File: config.mk
export PLATFORM = sky130hd
export DESIGN_NAME = capcmp_timer
export DESIGN_NICKNAME = d
export VERILOG_FILES = /design/src/rtl/capcmp_timer.sv
export SDC_FILE = /design/constraint.sdc
export NUM_CORES = 1
export LEC_CHECK = 0
export ABC_AREA = 0
export BUFFER_PORTS_ARGS = -buffer_cell sky130_fd_sc_hd__buf_2
export CORE_AREA = 2 2 132 134
export CTS_BUF_LIST = sky130_fd_sc_hd__clkbuf_4 sky130_fd_sc_hd__clkbuf_8 sky130_fd_sc_hd__clkbuf_16
export DETAILED_ROUTE_END_ITERATION = 8
export DIE_AREA = 0 0 134 136
export PLACE_DENSITY = 0.8
export SLEW_MARGIN = 40
export SYNTH_ARGS = -nofsm -noshare
export SYNTH_HDL_FRONTEND = slang
export SYNTH_SLANG_ARGS = --single-unit
File: constraint.sdc
create_clock -name clk -period 4.6 [get_ports clk]
set_input_delay 0.46 -clock clk [delete_from_list [all_inputs] [get_ports clk]]
set_output_delay 0.46 -clock clk [all_outputs]
set_load 0.05 [all_outputs]
File: src/rtl/capcmp_timer.sv
module capcmp_timer #(
  parameter int CW = 16,
  parameter int NG = 6,
  parameter int AW = 4
) (
  input  logic          clk,
  input  logic          rst_n,
  input  logic [AW-1:0] addr,
  input  logic [CW-1:0] wdata,
  output logic [CW-1:0] rdata,
  input  logic          rd,
  input  logic          wr,
  input  logic          cnt_en,
  input  logic [NG-1:0] cap_in,
  output logic [NG-1:0] cmp_out,
  output logic          irq
);
  localparam int FW = NG + 1;
  localparam logic [AW-1:0] A_CNT  = AW'(0);
  localparam logic [AW-1:0] A_MODE = AW'(1);
  localparam logic [AW-1:0] A_STAT = AW'(2);
  localparam logic [AW-1:0] A_EN   = AW'(3);
  localparam logic [AW-1:0] A_GR0  = AW'(8);

  logic [CW-1:0] cnt;
  logic [NG-1:0] mode;
  logic [FW-1:0] flags, armed, en_r;
  logic [CW-1:0] gr [NG];
  logic [NG-1:0] cap_hit, cmp_hit;

  wire [AW-1:0] gidx  = addr - A_GR0;
  wire          gsel  = (addr >= A_GR0) && (int'(gidx) < NG);
  wire          cnt_wr = wr && addr == A_CNT;
  wire          wrap  = cnt_en && !cnt_wr && (&cnt);
  wire          st_rd = rd && addr == A_STAT;
  wire          st_wr = wr && addr == A_STAT;
  wire [FW-1:0] set_v = {wrap, cap_hit | cmp_hit};
  wire [FW-1:0] clr_v = st_wr ? (armed & ~wdata[FW-1:0]) : '0;

  always_comb
    for (int i = 0; i < NG; i++) begin
      cap_hit[i] = mode[i] && cap_in[i];
      cmp_hit[i] = !mode[i] && cnt_en && cnt == gr[i];
    end

  always_ff @(posedge clk or negedge rst_n)
    if (!rst_n) begin
      cnt     <= '0;
      mode    <= '0;
      en_r    <= '0;
      flags   <= '0;
      armed   <= '0;
      cmp_out <= '0;
    end else begin
      if (cnt_wr)      cnt <= wdata;
      else if (cnt_en) cnt <= cnt + 1'b1;
      if (wr && addr == A_MODE) mode <= wdata[NG-1:0];
      if (wr && addr == A_EN)   en_r <= wdata[FW-1:0];
      flags   <= (flags & ~clr_v) | set_v;
      armed   <= (armed | (st_rd ? flags : '0)) & ~clr_v & ~set_v;
      cmp_out <= cmp_hit;
    end

  always_ff @(posedge clk or negedge rst_n)
    if (!rst_n) begin
      for (int i = 0; i < NG; i++) gr[i] <= '0;
    end else begin
      for (int i = 0; i < NG; i++)
        if (cap_hit[i]) gr[i] <= cnt;
        else if (wr && gsel && int'(gidx) == i && !mode[i]) gr[i] <= wdata;
    end

  assign irq = |(flags & en_r);

  always_comb begin
    rdata = '0;
    if (gsel) rdata = gr[gidx[$clog2(NG)-1:0]];
    else
      case (addr)
        A_CNT:   rdata = cnt;
        A_MODE:  rdata[NG-1:0] = mode;
        A_STAT:  rdata[FW-1:0] = flags;
        A_EN:    rdata[FW-1:0] = en_r;
        default: rdata = '0;
      endcase
  end


  ovf_set_chk: assert property (@(posedge clk) disable iff (!rst_n)
    (cnt_en && !cnt_wr && cnt == {CW{1'b1}}) |=> (flags[NG] && cnt == '0));


  cnt_hold_chk: assert property (@(posedge clk) disable iff (!rst_n)
    (!cnt_en && !cnt_wr) |=> $stable(cnt));

  generate
    for (genvar g = 0; g < NG; g++) begin : g_chk

      flag_clear_chk: assert property (@(posedge clk) disable iff (!rst_n)
        $fell(flags[g]) |-> $past(st_wr && armed[g] && !wdata[g]));

      capture_chk: assert property (@(posedge clk) disable iff (!rst_n)
        (cap_in[g] && mode[g]) |=> (gr[g] == $past(cnt) && flags[g]));

      cmp_flag_chk: assert property (@(posedge clk) disable iff (!rst_n)
        cmp_out[g] |-> (flags[g] && !$past(mode[g])));
    end
  endgenerate
endmodule

==> results.py <==
metrics = {
    "outcome": {
        "outcome": "finished, final reports clean",
    },
    "die": {
        "die_area_um2": 18200,
        "die_w_um": 134,
        "design.core.area_um2": 16900,
        "ios": 54,
        "initial_core_util": 0.541,
        "die_y_um": 136,
        "rows": 48,
    },
    "clock_network": {
        "post_cts_resized": 0,
        "cts_buffer_depth": 2,
        "clk_pin_slew_ps": 60,
        "clockRootBuffer": "clkbuf_16",
        "postCtsHoldBufs": 0,
        "clkSinkCount": 145,
        "cts.htree.levels": 4,
        "numCtsBuffers": 17,
        "clk_latency_ps": 430,
        "cts_tree": "built",
        "post_cts_buffers": 0,
    },
    "finish": {
        "multi_input_area_um2": 4990,
        "final_core_util": 0.584,
        "fill_cells": 1384,
        "insertedDiodeCount": 0,
        "layout-drive-gt1-share": 0.163,
        "instances_no_fill": 1147,
        "seqCellArea_um2": 3630,
        "final_common_cell": "dfrtp_1",
        "design_area_um2": 9860,
        "fin_nets": 941,
        "area_delta_synth_final_pct": 7.96,
        "most-common-layout-cells": "145 x dfrtp_1, 114 x mux2i_1, 94 x nand2_1",
    },
    "place": {
        "hpwlAfterDp_um": 17100,
        "gp_congestion": 0.888,
        "postPlaceCellArea_um2": 9260,
        "dp_cells": 1115,
        "portBuffers": 53,
    },
    "sta": {
        "skew_ps": 7.86,
        "timing.final.max_slew_violations": 0,
        "setup_viol": 0,
        "tightestPinTransition_ps": 789,
        "finalCritPeriodShare": 0.628,
        "final.setup.tns_ps": 0,
        "max_freq_mhz": 346,
        "max-slew-margin-rel": 0.474,
        "rsz0062_at_grt": "false",
        "hold_viol_final": 0,
        "fin_crit_ps": 2890,
    },
    "synth": {
        "ys_seq_area_frac": 0.397,
        "synth_ff_type": "dfrtp_1",
        "async_reset_ff_frac": 1.00,
        "synth_cell_type_count": 54,
        "postSynthAreaPerCell_um2": 9.95,
        "yosysTopAreaCell": "dfrtp_1",
        "netlist_area_um2": 9130,
        "synthesis.nets": 950,
        "yosysTopAreaCellShare": 0.397,
        "ys_ff_latch": 145,
        "yosysWarningCount": 0,
        "synth_area_leaders": "dfrtp_1 40%, mux2i_1 12%, xnor2_1 5.4%",
        "synth_edf_count": 0,
        "netlist_instances": 918,
    },
    "worst_setup_path": {
        "critical_path_class": "in -> out",
        "crit_family": "buffers and inverters",
        "path_cells": "buf_2, nand2_1, or2_1, nor2_2, a22oi_1, o21ai_1, buf_2",
        "path_max_fanout": 31,
        "cp_data_arrival_time_ps": 2430,
        "cp_common_cell": "buf_2",
        "crit_required_ps": 4140,
        "crit_path_max_incr_delay_ps": 560,
        "cpMaxStageDelayCell": "buf_2",
        "path_buf_inv": 2,
        "start_kind": "input port",
        "end_kind": "output pin",
    },
    "global_route": {
        "antenna_found_initial": 0,
        "gr-total-overflow": 0,
        "grt_usage": 0.279,
        "grt_pass1_wl_um": 39000,
        "grt_pass1_vias": 6900,
        "grt_max_degree": 73,
    },
    "routing": {
        "routed_wl_um": 24300,
        "firstDrtPassIters": 5,
        "ant_nets": 0,
        "vias": 7132,
        "vias_per_cell": 6.22,
        "drc": 0,
        "wire_per_inst_um": 21.1,
        "drt_iter0_drc": 705,
    },
    "pwr": {
        "p_per_area_nw_per_um2": 599,
        "p_leak_nw": 4.55,
        "ir_drop_mv": 0.281,
    },
    "job": {
        "drv_cap": 0,
    },
    "worst_hold_path": {
        "hold_class": "in -> async",
    },
}
[state kept, by name, summed over array words and instances (netlist names)]
signal   cells
gr          96
cnt         16
armed        7
en_r         7
flags        7
cmp_out      6
mode         6
[synthesized netlist by cell type, types with 9 or more instances]
cell,instances
a21oi_1,39
a22oi_1,17
buf_2,34
buf_4,9
buf_6,11
clkbuf_1,28
dfrtp_1,145
inv_1,13
mux2_2,13
mux2i_1,114
mux4_2,16
nand2_1,94
nand3_1,16
nand4_1,21
nor2_1,40
o21ai_0,63
o21ai_1,34
o22ai_1,10
xnor2_1,56
xor2_1,55
[layer usage]
layer	vias up	part of all wire	track usage
li1	3234	-	-
met1	3530	0.42	0.372
met2	301	0.47	0.429
met3	67	0.070	0.0574
met4	0	0.044	0.151
met5	-	0	0
[through the flow]
step	hold WS (ps)	setup slack (ps)	total power, mW
final	46.5	1710	5.91
after global routing	101	1580	6.22
after CTS	73.9	1740	5.87
after detailed placement	511	1760	4.46
after global placement	501	1730	4.38
after floorplan	164	2020	3.94
[cell type report]
cell class	instances	share of cell area
Multi-Input combinational cell	674	0.506
Timing Repair Buffer	58	0.0316
Sequential cell	145	0.368
Clock buffer	23	0.0503
Inverter	13	0.00495
Clock inverter	9	0.0107
Tap cell	225	0.0286
[worst register-to-register path: cells and delay by family (launching register included)]
| kind | cells | cell delay (ps) |
|---|---|---|
| compound gates | 1 | 160 |
| xor+xnor | 1 | 200 |
| flops | 1 | 800 |
| simple gates | 3 | 970 |
[path summary, 6_finish.rpt]
check                                 endpoint          startpoint  depth (start not counted)  slack [ps]
setup reg to reg           cnt[15]$_DFFE_PN0P_  cnt[2]$_DFFE_PN0P_                          5        2390
min in group clk            armed[1]$_DFF_PN0_           cap_in[1]                          2         230
setup / recovery                      rdata[4]             addr[3]                          7        1710
hold / removal              cnt[8]$_DFFE_PN0P_               rst_n                          1          50
max in group asynchronous  mode[4]$_DFFE_PN0P_               rst_n                          2        3540
hold reg to reg             gr[63]$_DFFE_PN0P_  gr[63]$_DFFE_PN0P_                          2         530
[power by group]
group | switching (mW) | internal [mW] | leakage [nW]
Clock | 0.539 | 0.865 | 0.300
Sequential | 0.819 | 1.70 | 1.76
Combinational | 1.05 | 0.933 | 2.49
Total | 2.41 | 3.50 | 4.55
[cell families after synthesis]
kind of cell | share of synthesized area
AND/OR/NAND/NOR | 0.126
buffers and inverters | 0.0581
multiplexers | 0.180
XOR/XNOR | 0.106
flip-flops | 0.397
AO/OA/AOI/OAI | 0.130
adder cells (fa/ha/maj) | 0.00137
Power figures use the tool's default switching activity.
